File: config.mk
export PLATFORM = sky130hd
export DESIGN_NAME = piso_gated_shift
export DESIGN_NICKNAME = d
export VERILOG_FILES = /design/src/rtl/piso_pkg.sv /design/src/rtl/piso_sync.sv /design/src/rtl/piso_edge_fsm.sv /design/src/rtl/piso_chain.sv /design/src/rtl/piso_gated_shift.sv
export SDC_FILE = /design/constraint.sdc
export NUM_CORES = 1
export LEC_CHECK = 0
export CAP_MARGIN = 10
export CELL_PAD_IN_SITES_DETAIL_PLACEMENT = 1
export CELL_PAD_IN_SITES_GLOBAL_PLACEMENT = 2
export CORE_UTILIZATION = 38
export CTS_BUF_LIST = sky130_fd_sc_hd__clkbuf_4 sky130_fd_sc_hd__clkbuf_8
export CTS_CLUSTER_SIZE = 20
export DETAILED_ROUTE_END_ITERATION = 7
export PLACE_DENSITY_LB_ADDON = 0.1
export SYNTH_ARGS = -nofsm -noshare
export SYNTH_HDL_FRONTEND = slang
export SYNTH_SLANG_ARGS = --single-unit
File: constraint.sdc
create_clock -name sys_clk -period 1.2 [get_ports sys_clk]
set_input_delay 0.3 -clock sys_clk [delete_from_list [all_inputs] [get_ports sys_clk]]
set_output_delay 0.3 -clock sys_clk [all_outputs]
set_load 0.01 [all_outputs]
File: src/rtl/piso_pkg.sv
package piso_pkg;
    typedef enum logic [1:0] {
        ST_LOAD  = 2'd0,
        ST_ARMED = 2'd1,
        ST_HELD  = 2'd2
    } ck_state_e;
endpackage

File: src/rtl/piso_sync.sv
module piso_sync #(
    parameter int           W      = 1,
    parameter int           STAGES = 2,
    parameter logic [W-1:0] RST_V  = '0
) (
    input  logic         clk,
    input  logic         rst_n,
    input  logic [W-1:0] d,
    output logic [W-1:0] q
);
    logic [W-1:0] pipe [STAGES];

    always_ff @(posedge clk or negedge rst_n) begin
        if (!rst_n) begin
            for (int i = 0; i < STAGES; i++) pipe[i] <= RST_V;
        end else begin
            pipe[0] <= d;
            for (int i = 1; i < STAGES; i++) pipe[i] <= pipe[i-1];
        end
    end

    assign q = pipe[STAGES-1];
endmodule

File: src/rtl/piso_edge_fsm.sv
module piso_edge_fsm
    import piso_pkg::*;
(
    input  logic clk,
    input  logic rst_n,
    input  logic ld_n_s,
    input  logic ck_or_s,
    output logic load_en,
    output logic shift_en
);
    ck_state_e state, state_nx;

    always_ff @(posedge clk or negedge rst_n) begin
        if (!rst_n) state <= ST_ARMED;
        else        state <= state_nx;
    end

    always_comb begin
        state_nx = state;
        if (!ld_n_s) begin
            state_nx = ST_LOAD;
        end else begin
            unique case (state)
                ST_LOAD:  state_nx = ck_or_s ? ST_HELD : ST_ARMED;
                ST_ARMED: state_nx = ck_or_s ? ST_HELD : ST_ARMED;
                ST_HELD:  state_nx = ck_or_s ? ST_HELD : ST_ARMED;
                default:  state_nx = ST_ARMED;
            endcase
        end
    end

    always_comb begin
        load_en  = !ld_n_s;
        shift_en = 1'b0;
        unique case (state)
            ST_LOAD:  shift_en = 1'b0;
            ST_ARMED: shift_en = ld_n_s && ck_or_s;
            ST_HELD:  shift_en = 1'b0;
            default:  shift_en = 1'b0;
        endcase
    end
endmodule

File: src/rtl/piso_chain.sv
module piso_chain #(
    parameter int WIDTH = 8
) (
    input  logic             clk,
    input  logic             rst_n,
    input  logic             load_en,
    input  logic             shift_en,
    input  logic [WIDTH-1:0] par,
    input  logic             ser,
    output logic [WIDTH-1:0] stage
);
    always_ff @(posedge clk or negedge rst_n) begin
        if (!rst_n)        stage <= '0;
        else if (load_en)  stage <= par;
        else if (shift_en) stage <= {stage[WIDTH-2:0], ser};
    end
endmodule

File: src/rtl/piso_gated_shift.sv
module piso_gated_shift #(
    parameter int WIDTH     = 8,
    parameter int SYNC_DEPTH = 2
) (
    input  logic             sys_clk,
    input  logic             rst_n,
    input  logic             load_n,
    input  logic [WIDTH-1:0] pdata,
    input  logic             sdata,
    input  logic             ck_p,
    input  logic             ck_q,
    output logic             q_last,
    output logic             q_last_n
);
    localparam int BW = WIDTH + 4;
    localparam logic [BW-1:0] BUS_RST = {1'b1, {(BW-1){1'b0}}};

    logic [BW-1:0]    raw_bus, sync_bus;
    logic             ld_n_s, ser_s, cp_s, cq_s;
    logic [WIDTH-1:0] par_s;
    logic             load_en, shift_en;
    logic [WIDTH-1:0] stage;

    assign raw_bus = {load_n, sdata, ck_p, ck_q, pdata};

    piso_sync #(.W(BW), .STAGES(SYNC_DEPTH), .RST_V(BUS_RST)) u_sync (
        .clk(sys_clk), .rst_n(rst_n), .d(raw_bus), .q(sync_bus)
    );

    assign {ld_n_s, ser_s, cp_s, cq_s, par_s} = sync_bus;

    piso_edge_fsm u_fsm (
        .clk(sys_clk), .rst_n(rst_n), .ld_n_s(ld_n_s),
        .ck_or_s(cp_s | cq_s), .load_en(load_en), .shift_en(shift_en)
    );

    piso_chain #(.WIDTH(WIDTH)) u_chain (
        .clk(sys_clk), .rst_n(rst_n), .load_en(load_en),
        .shift_en(shift_en), .par(par_s), .ser(ser_s), .stage(stage)
    );

    assign q_last   = stage[WIDTH-1];
    assign q_last_n = ~stage[WIDTH-1];
endmodule

== Yosys cells after proc, flatten, opt, wreduce, memory -nomap -nowiden ==
Index checks and enable logic that the tools add are counted.

* Bits in registers: 34
* Input bits: 14
* Word-level logic and storage cells: 18

* Equality and inequality tests: 3
* Muxes and demuxes: 6
* Bitwise operators: 2
* Reductions and logical operators: 3

{| class="wikitable"
|+ Operators with widths
! kind !! count
|-
| $mux W8 || 2
|-
| $mux W2 || 3
|-
| $reduce_or A3 Y1 || 1
|-
| $eq A2 B1 Y1 const B || 1
|-
| $eq A2 B2 Y1 const B || 1
|-
| $logic_not A2 Y1 || 1
|-
| $ne A2 B2 Y1 const B || 1
|-
| $logic_and A1 B1 Y1 || 1
|-
| $mux W1 || 1
|-
| $not A1 Y1 || 1
|-
| $or A1 B1 Y1 || 1
|}

== Longest topological paths before layout ==
* Depth after elaboration: 5
* Depth in mapped cells: 4
* Depth with buffers taken out: 3

== Cells and area by module ==
Synthesis repeated with hierarchy kept, for this count alone.

* Cell total of the unflattened synthesis: 80
* Area, all modules: 1,161.1 µm²

{| class="wikitable"
|+ Modules (own cells, without submodules)
! module !! instances !! cells an instance !! area an instance (µm²)
|-
| piso_sync || 1 || 36 || 693.2
|-
| piso_chain || 1 || 34 || 372.9
|-
| piso_edge_fsm || 1 || 8 || 85.1
|-
| piso_gated_shift || 1 || 2 || 10.0
|}

== Least setup slack after synthesis ==
No wires, ideal clock.

* Kind: reg2reg
* Start: register u_fsm.state[0]
* End: register u_chain.stage[0]
* Arrival: 971 ps
* Data required time: 1,118 ps
* Path slack: 147 ps
* Cell stages (with the launch flop): 5
* Buffers on the path: 1
* Cells stage by stage: dfstp_2 > nor2b_2 > buf_4 > nand3_1 > a31oi_1

* Word-level cells in the longest chain between the ends: 3

{| class="wikitable"
|+ Ends and longest elaborated chain
! what !! RTL line !! RTL
|-
| start, declared || piso_edge_fsm.sv:11 || <nowiki>ck_state_e state, state_nx;</nowiki>
|-
| start signal, assigned || piso_edge_fsm.sv:15 || <nowiki>else state <= state_nx;</nowiki>
|-
| $eq A2 B1 Y1 || piso_edge_fsm.sv:35 || <nowiki>unique case (state)</nowiki>
|-
| $mux W1 || piso_edge_fsm.sv:35 ||
|-
| $ne A2 B2 Y1 (no source line) || - ||
|-
| end signal, assigned || piso_chain.sv:14 || <nowiki>else if (load_en) stage <= par;</nowiki>
|-
| end signal, assigned || piso_chain.sv:15 || <nowiki>else if (shift_en) stage <= {stage[WIDTH-2:0], ser};</nowiki>
|-
| end, declared || piso_chain.sv:10 || <nowiki>output logic [WIDTH-1:0] stage</nowiki>
|}

No other way between the ends.
A chain may end at the register's enable or synchronous reset.

== Final worst setup path ==
* Start: register u_fsm.state[0]
* End: register u_chain.stage[3]

Same word-level chain as after synthesis.

==> key figures <==
Run status
  • Status: finished, violations left
  • Failing checks: setup timing

Place
  • DPL Wire Length: 1.118 mm
  • GP Congestion: 0.7257
  • Placed cell areas: 1287 um^2
  • Port-buffer cells: 15

Synth
  • Main combinational cell family by area after synthesis: simple AND/OR/NAND/NOR gates
  • Post-synth top area share: 71.02%
  • Cell count after synthesis: 78
  • Syn. warnings: 0
  • Flops & latches, synth: 34
  • Cell variety after synth: 17
  • Post-synthesis area per instance: 14.00 um^2
  • Post-synthesis xor/xnor area fraction: 0%
  • Post-synthesis compound-gate area fraction: 8.706%
  • Mux cell area share after synthesis: 0%
  • Register area share after synthesis: 78.24%
  • Post-synthesis net count: 92
  • Area of the mapped netlist: 1092 um^2
  • Adder-Cell Fraction of Synth Area: 0%
  • Area leader, netlist: dfrtp_1
  • Simple-gate share of the synthesized area: 10.08%
  • Top cells by area, synth: dfrtp_1 71%, dfstp_2 7.2%, a31oi_1 4.6%

Clock network
  • H-tree Lvls: 2
  • Sink Count: 34
  • Cts bufs inserted: 5
  • Clock slew at reported path FFs: 0.10 ns
  • Worst-case clock buffer depth: 2
  • CTS tree: done
  • Post-CTS Setup Bufs: 0
  • Worst skew pair latency: 0.33 ns
  • Clock root buffer: clkbuf_4
  • CTS Hold Bufs: 0

Routing
  • DR iter-0 viols: 20
  • Total number of vias: 666
  • Vias/cell: 5.084
  • Final wirelength: 1.800 mm
  • First drt pass iteration count: 4
  • DR WL/cell: 13.74 um
  • Post-DRT Antenna Nets: 0
  • DRC errors left: 0

STA
  • Worst Clk Skew: 0.005578 ns
  • Worst slew margin: 76.98%
  • # setup viols final: 1
  • Worst slew pin tran: 0.3454 ns
  • Tmin final: 1.213 ns
  • Slew Viols, Final: 0
  • Total Neg Setup Slack: -0.01348 ns
  • Worst Slack Setup Final: -0.01348 ns
  • Hold slack: 0.3266 ns
  • Final hold violation count: 0
  • Fmax: 824.1 MHz
  • Unrepaired setup endpoints after global routing: true
  • Fin crit share: 101.1%

GRT
  • GRT Overall Usage: 15.04%
  • Vias in the first global route: 754
  • Largest net degree at the start of global routing: 35
  • Initial antenna violation count: 0
  • First-pass GRT wire length: 3.394 mm
  • Total gr overflow: 0

Floorplanning
  • Core Footprint: 2734 um^2
  • Row cnt: 19
  • I/O Pins: 16
  • Die H: 55.62 um
  • Starting Density: 39.95%
  • Die width: 55.62 um
  • Die area: 3093 um^2

Finish
  • Layout cell share with drive strength beyond 1: 22.00%
  • Finished layout cell area: 1373 um^2
  • Area occupied by multi-input gates: 232.7 um^2
  • Area grow syn2layout: 25.66%
  • FF/Latch Area: 854.6 um^2
  • Ant diodes: 0
  • Final nets: 113
  • Layout fillers: 296
  • Finished Core Util: 50.21%

Pwr
  • Max rail drop VDD: 0.8775 mV
  • PwrDens: 1515 nW/um^2
  • Leak: 0.0005724 uW

Worst setup path
  • Critical path fanouts, max: 4
  • Crit path required time: 1.45 ns
  • CP arrival: 1.46 ns
  • Setup CP Type: register to register
  • Worst R2R Setup Slack: -0.01 ns
  • Crit path launch type: register
  • CP Capture Type: register

Job
  • Max Cap Viol: 0

Worst hold path
  • Hold WC Path Type: input port to async pin
==> cells by family (layout without fill, tap and decap cells) <==
kind of cell           count (synthesis)  in the layout
AO/OA/AOI/OAI                         17             17
buffers and inverters                  5             27
flip-flops                            34             34
AND/OR/NAND/NOR                       22             22
==> layer usage <==
layer	track usage [%]	vias to the layer above	share of wire [%]
li1	-	305	-
met4	7.500	0	2.4
met3	7.209	5	5.4
met1	17.04	336	42
met5	0	-	0
met2	23.75	20	50
==> Yosys cell counts <==
library cell,count
and2_1,1
buf_6,1
nor2b_2,1
or2_1,1
nand3_1,8
buf_2,2
dfstp_2,3
buf_4,1
nand2b_1,1
nor2_1,8
o21ai_0,8
inv_1,1
dfrtp_1,31
nor2b_1,1
nor2_2,1
a21oi_1,1
a31oi_1,8
==> timing repair <==
item / CTS / global route
pin swaps: 1 / 7
setup endpoints to repair: 5 / 11
resized for setup: 10 / 8
==> registers in the layout, summed over array words and instances (netlist names) <==
signal         flops
u_sync.q          12
u_sync.pipe       12
u_chain.stage      8
u_fsm.state        2
==> power breakdown <==
part           internal (uW)  switching [uW]
Combinational           84.8            74.4
Clock                    306             350
Sequential              1220            41.6
Total                   1610             466
==> worst paths after layout <==
kind	cells after the start	to	startpoint
worst max-delay path	4	u_chain.stage[3]	u_fsm.state[0]
worst min-delay path	2	u_chain.stage[1]	rst_n
worst max register to register	4	u_chain.stage[3]	u_fsm.state[0]
worst min register to register	0	u_sync.q[0]	u_sync.pipe[12]
max in group asynchronous	2	u_sync.q[11]	rst_n
min in group sys_clk	0	u_sync.q[0]	u_sync.pipe[12]
==> final cells by class <==
| class | instances | area share, % |
|---|---|---|
| sequential | 34 | 62.26 |
| multi-input combinational | 39 | 16.96 |
| timing repair buffer | 18 | 13.04 |
| clock buffer | 7 | 4.284 |
| tap | 31 | 2.826 |
| clock inverter | 1 | 0.3646 |
| inverter | 1 | 0.2735 |
==> critical path: stages (launching register included) <==
cell and delay [ns]:
dfstp_2 0.56, nor2b_4 0.16, buf_4 0.14, nand3_1 0.09, a31oi_1 0.19
==> per-stage QoR <==
stage                     power [uW]  worst slack [ns]  cells
after global placement          1434          -0.02846    123
after floorplan                 1337            0.1470     78
after detailed placement        1444          -0.05961    123
after global routing            2211          -0.09229    131
after CTS                       2123          -0.02857    131
final                           2079          -0.01348    131
==> placed cells by master, fill, tap and decap left out, types with 2 or more instances in the layout <==
cell,n
clkbuf_4,6
dfstp_2,3
o21ai_1,3
dfrtp_1,31
buf_2,2
o21ai_0,5
nand3_2,3
nand3_1,5
nor2_1,8
a31oi_1,8
clkdlybuf4s50_1,13
(Power assumes the default switching activity.)
